File: src/rtl/prog_cmd_pkg.sv
package prog_cmd_pkg;
  localparam int OP_W = 4;

  typedef enum logic [OP_W-1:0] {
    OP_NOP    = 4'd0,
    OP_ERASE  = 4'd1,
    OP_PROG   = 4'd2,
    OP_VERIFY = 4'd3,
    OP_SETP   = 4'd4
  } opcode_e;

  typedef enum logic [1:0] {
    MEM_ERASE  = 2'd0,
    MEM_PROG   = 2'd1,
    MEM_VERIFY = 2'd2
  } mem_op_e;
endpackage

File: src/rtl/prog_cmd_fetch.sv
module prog_cmd_fetch #(
  parameter int CMD_W = 40
) (
  input  logic             clk_i,
  input  logic             rst_ni,
  input  logic [CMD_W-1:0] cmd_data_i,
  input  logic             cmd_empty_i,
  input  logic             stall_i,
  output logic             cmd_rd_o,
  output logic             f_valid_o,
  output logic [CMD_W-1:0] f_word_o
);
  assign cmd_rd_o = !cmd_empty_i && !stall_i;

  always_ff @(posedge clk_i or negedge rst_ni) begin
    if (!rst_ni) begin
      f_valid_o <= 1'b0;
      f_word_o  <= '0;
    end else if (!stall_i) begin
      // empty FIFO: bubble, never a replay of the last word
      f_valid_o <= !cmd_empty_i;
      f_word_o  <= cmd_empty_i ? '0 : cmd_data_i;
    end
  end

  AST_RD_NOT_EMPTY: assert property (@(posedge clk_i) disable iff (!rst_ni)
    cmd_rd_o |-> !cmd_empty_i);
  AST_NO_RD_IN_STALL: assert property (@(posedge clk_i) disable iff (!rst_ni)
    stall_i |-> !cmd_rd_o);
endmodule

File: src/rtl/prog_cmd_decode.sv
module prog_cmd_decode
  import prog_cmd_pkg::*;
#(
  parameter int ADDR_W = 20,
  parameter int DATA_W = 16,
  localparam int CMD_W = OP_W + ADDR_W + DATA_W
) (
  input  logic              clk_i,
  input  logic              rst_ni,
  input  logic              stall_i,
  input  logic              f_valid_i,
  input  logic [CMD_W-1:0]  f_word_i,
  output logic              d_valid_o,
  output logic [OP_W-1:0]   d_op_o,
  output logic              d_is_mem_o,
  output logic [1:0]        d_mem_op_o,
  output logic              d_is_param_o,
  output logic              d_illegal_o,
  output logic [ADDR_W-1:0] d_addr_o,
  output logic [DATA_W-1:0] d_data_o
);
  logic [OP_W-1:0] op;
  logic            is_mem, is_param, illegal;
  mem_op_e         mem_op;

  assign op = f_word_i[CMD_W-1 -: OP_W];

  always_comb begin
    is_mem   = 1'b0;
    is_param = 1'b0;
    illegal  = 1'b0;
    mem_op   = MEM_ERASE;
    case (op)
      OP_NOP:    ;
      OP_ERASE:  begin is_mem = 1'b1; mem_op = MEM_ERASE;  end
      OP_PROG:   begin is_mem = 1'b1; mem_op = MEM_PROG;   end
      OP_VERIFY: begin is_mem = 1'b1; mem_op = MEM_VERIFY; end
      OP_SETP:   is_param = 1'b1;
      default:   illegal = 1'b1;
    endcase
  end

  always_ff @(posedge clk_i or negedge rst_ni) begin
    if (!rst_ni) begin
      d_valid_o    <= 1'b0;
      d_op_o       <= '0;
      d_is_mem_o   <= 1'b0;
      d_mem_op_o   <= '0;
      d_is_param_o <= 1'b0;
      d_illegal_o  <= 1'b0;
      d_addr_o     <= '0;
      d_data_o     <= '0;
    end else if (!stall_i) begin
      d_valid_o    <= f_valid_i;
      d_op_o       <= op;
      d_is_mem_o   <= f_valid_i && is_mem;
      d_mem_op_o   <= mem_op;
      d_is_param_o <= f_valid_i && is_param;
      d_illegal_o  <= f_valid_i && illegal;
      d_addr_o     <= f_word_i[DATA_W +: ADDR_W];
      d_data_o     <= f_word_i[DATA_W-1:0];
    end
  end

  AST_DECODE_FROZEN: assert property (@(posedge clk_i) disable iff (!rst_ni)
    stall_i |=> $stable(d_valid_o) && $stable(d_addr_o) && $stable(d_data_o));
endmodule

File: src/rtl/prog_cmd_execute.sv
module prog_cmd_execute
  import prog_cmd_pkg::*;
#(
  parameter int ADDR_W    = 20,
  parameter int DATA_W    = 16,
  parameter int NUM_PARAM = 4,
  localparam int PSEL_W   = (NUM_PARAM > 1) ? $clog2(NUM_PARAM) : 1
) (
  input  logic                        clk_i,
  input  logic                        rst_ni,
  input  logic                        d_valid_i,
  input  logic [OP_W-1:0]             d_op_i,
  input  logic                        d_is_mem_i,
  input  logic [1:0]                  d_mem_op_i,
  input  logic                        d_is_param_i,
  input  logic                        d_illegal_i,
  input  logic [ADDR_W-1:0]           d_addr_i,
  input  logic [DATA_W-1:0]           d_data_i,
  output logic                        mem_req_o,
  output logic [1:0]                  mem_op_o,
  output logic [ADDR_W-1:0]           mem_addr_o,
  output logic [DATA_W-1:0]           mem_wdata_o,
  input  logic                        mem_ack_i,
  input  logic [DATA_W-1:0]           mem_rdata_i,
  output logic                        stall_o,
  output logic                        done_o,
  output logic [OP_W-1:0]             done_op_o,
  output logic                        done_pass_o,
  output logic                        err_o,
  input  logic                        err_clr_i,
  output logic [NUM_PARAM*DATA_W-1:0] param_o
);
  logic              fire, pass_c, setp_fire;
  logic [PSEL_W-1:0] psel;

  assign mem_req_o   = d_valid_i && d_is_mem_i;
  assign mem_op_o    = d_mem_op_i;
  assign mem_addr_o  = d_addr_i;
  assign mem_wdata_o = d_data_i;
  assign stall_o     = mem_req_o && !mem_ack_i;
  assign fire        = d_valid_i && !stall_o;
  assign setp_fire   = fire && d_is_param_i;
  assign psel        = d_addr_i[PSEL_W-1:0];

  always_comb begin
    if (d_illegal_i)                                      pass_c = 1'b0;
    else if (d_is_mem_i && d_mem_op_i == 2'(MEM_VERIFY))  pass_c = (mem_rdata_i == d_data_i);
    else                                                  pass_c = 1'b1;
  end

  always_ff @(posedge clk_i or negedge rst_ni) begin
    if (!rst_ni) begin
      done_o      <= 1'b0;
      done_op_o   <= '0;
      done_pass_o <= 1'b0;
    end else begin
      done_o <= fire;
      if (fire) begin
        done_op_o   <= d_op_i;
        done_pass_o <= pass_c;
      end
    end
  end

  always_ff @(posedge clk_i or negedge rst_ni) begin
    if (!rst_ni)                err_o <= 1'b0;
    else if (fire && !pass_c)   err_o <= 1'b1;  // set beats clear
    else if (err_clr_i)         err_o <= 1'b0;
  end

  for (genvar g = 0; g < NUM_PARAM; g++) begin : g_param
    logic [DATA_W-1:0] param_q;
    always_ff @(posedge clk_i or negedge rst_ni) begin
      if (!rst_ni)                                 param_q <= '0;
      else if (setp_fire && psel == PSEL_W'(g))    param_q <= d_data_i;
    end
    assign param_o[g*DATA_W +: DATA_W] = param_q;
  end

  AST_REQ_HOLD: assert property (@(posedge clk_i) disable iff (!rst_ni)
    mem_req_o && !mem_ack_i |=> mem_req_o && $stable(mem_addr_o) && $stable(mem_op_o)
                                && $stable(mem_wdata_o));
  AST_FAIL_SETS_ERR: assert property (@(posedge clk_i) disable iff (!rst_ni)
    done_o && !done_pass_o |-> err_o);
  AST_ERR_STICKY: assert property (@(posedge clk_i) disable iff (!rst_ni)
    err_o && !err_clr_i |=> err_o);
  AST_NOP_PASSES: assert property (@(posedge clk_i) disable iff (!rst_ni)
    done_o && done_op_o == OP_NOP |-> done_pass_o);
endmodule

File: src/rtl/prog_cmd_pipe.sv
module prog_cmd_pipe
  import prog_cmd_pkg::*;
#(
  parameter int ADDR_W    = 20,
  parameter int DATA_W    = 16,
  parameter int NUM_PARAM = 4,
  localparam int CMD_W    = OP_W + ADDR_W + DATA_W
) (
  input  logic                        clk_i,
  input  logic                        rst_ni,
  input  logic [CMD_W-1:0]            cmd_data_i,
  input  logic                        cmd_empty_i,
  output logic                        cmd_rd_o,
  output logic                        mem_req_o,
  output logic [1:0]                  mem_op_o,
  output logic [ADDR_W-1:0]           mem_addr_o,
  output logic [DATA_W-1:0]           mem_wdata_o,
  input  logic                        mem_ack_i,
  input  logic [DATA_W-1:0]           mem_rdata_i,
  output logic                        stall_o,
  output logic                        done_o,
  output logic [OP_W-1:0]             done_op_o,
  output logic                        done_pass_o,
  output logic                        err_o,
  input  logic                        err_clr_i,
  output logic [NUM_PARAM*DATA_W-1:0] param_o
);
  logic              f_valid;
  logic [CMD_W-1:0]  f_word;
  logic              d_valid, d_is_mem, d_is_param, d_illegal;
  logic [OP_W-1:0]   d_op;
  logic [1:0]        d_mem_op;
  logic [ADDR_W-1:0] d_addr;
  logic [DATA_W-1:0] d_data;

  prog_cmd_fetch #(.CMD_W(CMD_W)) i_fetch (
    .clk_i, .rst_ni,
    .cmd_data_i, .cmd_empty_i,
    .stall_i   (stall_o),
    .cmd_rd_o,
    .f_valid_o (f_valid),
    .f_word_o  (f_word)
  );

  prog_cmd_decode #(.ADDR_W(ADDR_W), .DATA_W(DATA_W)) i_decode (
    .clk_i, .rst_ni,
    .stall_i      (stall_o),
    .f_valid_i    (f_valid),
    .f_word_i     (f_word),
    .d_valid_o    (d_valid),
    .d_op_o       (d_op),
    .d_is_mem_o   (d_is_mem),
    .d_mem_op_o   (d_mem_op),
    .d_is_param_o (d_is_param),
    .d_illegal_o  (d_illegal),
    .d_addr_o     (d_addr),
    .d_data_o     (d_data)
  );

  prog_cmd_execute #(.ADDR_W(ADDR_W), .DATA_W(DATA_W), .NUM_PARAM(NUM_PARAM)) i_execute (
    .clk_i, .rst_ni,
    .d_valid_i    (d_valid),
    .d_op_i       (d_op),
    .d_is_mem_i   (d_is_mem),
    .d_mem_op_i   (d_mem_op),
    .d_is_param_i (d_is_param),
    .d_illegal_i  (d_illegal),
    .d_addr_i     (d_addr),
    .d_data_i     (d_data),
    .mem_req_o, .mem_op_o, .mem_addr_o, .mem_wdata_o,
    .mem_ack_i, .mem_rdata_i,
    .stall_o, .done_o, .done_op_o, .done_pass_o,
    .err_o, .err_clr_i, .param_o
  );
endmodule

File: config.mk
export PLATFORM = sky130hd
export DESIGN_NAME = prog_cmd_pipe
export DESIGN_NICKNAME = d
export VERILOG_FILES = /design/src/rtl/prog_cmd_pkg.sv /design/src/rtl/prog_cmd_fetch.sv /design/src/rtl/prog_cmd_decode.sv /design/src/rtl/prog_cmd_execute.sv /design/src/rtl/prog_cmd_pipe.sv
export SDC_FILE = /design/constraint.sdc
export NUM_CORES = 1
export LEC_CHECK = 0
export ABC_AREA = 1
export BUFFER_PORTS_ARGS = -buffer_cell sky130_fd_sc_hd__buf_2
export CAP_MARGIN = 10
export CORE_MARGIN = 2
export CORE_UTILIZATION = 45
export CTS_BUF_LIST = sky130_fd_sc_hd__clkbuf_2
export CTS_CLUSTER_DIAMETER = 200
export DETAILED_ROUTE_END_ITERATION = 12
export PLACE_DENSITY = 0.72
export RECOVER_POWER = 100
export SLEW_MARGIN = 20
export SYNTH_ARGS = -nofsm -noshare
export SYNTH_HDL_FRONTEND = slang
export SYNTH_SLANG_ARGS = --single-unit
File: constraint.sdc
create_clock -name clk_i -period 2 [get_ports clk_i]
set_clock_uncertainty 0.1 [all_clocks]
set_input_delay 0.3 -clock clk_i [delete_from_list [all_inputs] [get_ports clk_i]]
set_output_delay 0.3 -clock clk_i [all_outputs]
set_load 0.02 [all_outputs]
==> metrics <==
status=finished, violations left; failing checks=setup timing; CP cell instances=nand2_2 -> nor2_4 -> buf_6 -> nor2_4 -> buf_6; Sw Pwr=2.24 mW; H-tree depth=4; fin nets=968; Pre-antenna DRT Iters=5; Avg Synthesized Cell Area=9.35 sq um; DR vias=5,348; die height=121 um; CP max FO=4; overall power=7.25 mW; fin crit share=1.05; global-route wire length before repair=25,000 um; CTS tree=done; WS Path Type=register to primary output; cell taking the most area after synthesis=dfrtp_1; row count=42; count leader, synth=nand2_1; hpwl dp=10,300 um; RePlAce Congestion=0.733; Worst VDD drop=0.000579 V; Post-synth EDFFs=0; Slew @ Worst Pin=899 ps; root buf cell=clkbuf_2; largest net degree at the start of global routing=52; num ports=173; startpoint types=register; die area=0.0147 sq mm; Sw Share=0.309; Area Growth Syn to Fin=34.8%; Synth cell types=23; Rel. slew slack=0.401; Seq/Total Area, Yosys=0.641; Worst EP arrival=1700 ps; Fmax achieved=0.476 GHz; Clock power frac=0.291; layout cells sized above 1=0.271; Final WS setup=-100 ps; initial core utilization=0.464; number of buffers created by CTS=17; drt via density=4.88; async set or reset register ratio after synthesis=1.00; leak pwr=4.39 nW; die width=121 um; n_diodes=0; Reg power frac=0.515; vias in the first global route=4,990; Synth Cell Area=0.00616 sq mm; total global routing overflow=0; slowest stage delay, CP=450 ps; required time worst endpoint=1600 ps; maxcap violations=0; worst-skew pair later-pin latency=730 ps; Critical Path Sink Type=primary output; pwr dens=872 mW/mm^2; list of most frequent post-synthesis cells=nand2_1, dfrtp_1, inv_1, o21ai_0, o21ai_1; Min-Delay Path Class=primary input to register; wire per inst=14.8 um; Core ar.=0.0133 sq mm; Synth top area share=0.641; RSZ-0062 raised after global routing=yes; Post-Place Cells=989; 1st-iter DRT viols=340; Final Non-Filler Cells=1,096; Place WS=208 ps; #FFs+latches synth=158; ys flop type=dfrtp_1; Sink Count=158; post-synthesis net count=720; Worst-path clk slew=260 ps; Global Route Usage Sum=0.220; DR DRC count=0; crit path max-delay cell type=dfrtp_1; final wirelength=16,300 um; I/O Buffers=172; Max Slew Vio Count=0; final count of hold timing violations=0; Mapped Cells=659; P_int=5.01 mW; antenna viol nets, final=0; crit path time final=2100 ps; Synthesis Warnings=0; Synth area leaders=dfrtp_1, nand2_1, o21ai_0; final setup fails=2; Combinational Power Share=0.194; CTS max path bufs=2; antenna violations before repair=0
==> worst paths after layout <==
kind                                             startpoint                                            to  slack (ps)  cells past startpoint
setup / recovery             i_decode.d_valid_o$_DFFE_PN0N_                                      cmd_rd_o        -100                      5
hold / removal                               mem_rdata_i[2]             i_execute.done_pass_o$_DFFE_PN0P_          70                     10
setup reg to reg             i_decode.d_valid_o$_DFFE_PN0N_   i_execute.g_param[2].param_q[3]$_DFFE_PN0P_          50                     11
hold reg to reg            i_fetch.f_word_o[36]$_DFFE_PN0N_            i_decode.d_mem_op_o[0]$_DFFE_PN0N_         380                      1
max in group asynchronous                            rst_ni              i_decode.d_addr_o[1]$_DFFE_PN0N_         140                      4
min in group asynchronous                            rst_ni  i_execute.g_param[1].param_q[11]$_DFFE_PN0P_         840                      4
==> flip-flops by register name, indices dropped and copies added, names as in the netlist <==
name                       flops
i_decode.d_op_o                4
i_execute.done_op_o            4
i_decode.d_valid_o             1
i_decode.d_addr_o             20
i_decode.d_illegal_o           1
i_execute.done_o               1
i_decode.d_is_param_o          1
i_execute.g_param.param_q     64
i_execute.done_pass_o          1
i_decode.d_mem_op_o            2
i_fetch.f_valid_o              1
i_fetch.f_word_o              40
i_execute.err_o                1
i_decode.d_is_mem_o            1
i_decode.d_data_o             16
==> critical path: cells and delay by family, from the launching register on <==
| family | cells | cell delay [ps] |
|---|---|---|
| and+or+nand+nor | 3 | 270 |
| DFF | 1 | 450 |
| buffers and inverters | 2 | 250 |
==> per-layer routing <==
metal  vias to the layer above  GRT usage  wire length, um  part of all wire
li1                       2584          -                -                 -
met4                         0     0.0719              222             0.014
met3                        15     0.0634             1140             0.070
met5                         -          0                0                 0
met2                       193      0.334             7710              0.47
met1                      2556      0.305             7180              0.44
==> logic make-up (layout without fill, tap and decap cells) <==
| family | Yosys count | count (layout) | share of synthesized area |
|---|---|---|---|
| and+or+nand+nor | 246 | 250 | 0.162 |
| buffers and inverters | 106 | 363 | 0.0721 |
| DFF | 158 | 158 | 0.641 |
| AOI/OAI and AO/OA | 149 | 149 | 0.125 |
==> per-stage QoR <==
step	hold WS, ps	cell area (sq um)	TNS (ps)	util
6_report	71.8	8310	-160	0.625
5_1_grt	48.2	8310	-2140	0.625
4_1_cts	6.48	8200	-371	0.617
3_5_place_dp	164	7220	0	0.543
3_3_place_gp	158	7220	0	0.543
2_1_floorplan	-95.6	6160	0	-
==> cell type report <==
| class | count | area (sq um) |
|---|---|---|
| fillers | 1079 | 4990 |
| inverters | 77 | 289 |
| multi-input cells | 399 | 1870 |
| clock inverters | 13 | 214 |
| repair buffers | 254 | 1670 |
| well taps | 176 | 220 |
| flip-flops and latches | 158 | 3960 |
| clock buffers | 19 | 95.1 |
==> placed cells by master (no fill, tap or decap), drive strengths merged <==
cell type,n
inv,78
dlygate4sd3,54
bufbuf,1
bufinv,5
o21ai,140
a21oi,1
clkbuf,23
o22ai,2
o21bai,1
nor3b,1
nand2,224
clkinv,7
nor2,16
nand3,9
a22o,4
dfrtp,158
buf,195
o32ai,1
==> what timing repair did <==
item / in CTS / in global routing
setup buffers: 6 / 9
pin swaps: 3 / 4
resized for setup: 9 / 15
hold buffers: 55 / 0
hold endpoints to repair: 211 / 0
setup endpoints to repair: 3 / 76
gates cloned: 1 / 4
==> power by group through the flow <==
stage | clock network [mW] | logic [mW] | registers [mW]
2_1_floorplan | 0 | 0.406 | 4.09
3_3_place_gp | 0 | 1.25 | 3.78
3_5_place_dp | 0 | 1.28 | 3.78
4_1_cts | 2.14 | 1.39 | 3.72
5_1_grt | 2.30 | 1.55 | 3.77
6_report | 2.11 | 1.41 | 3.73
Power figures use the tool's default switching activity.
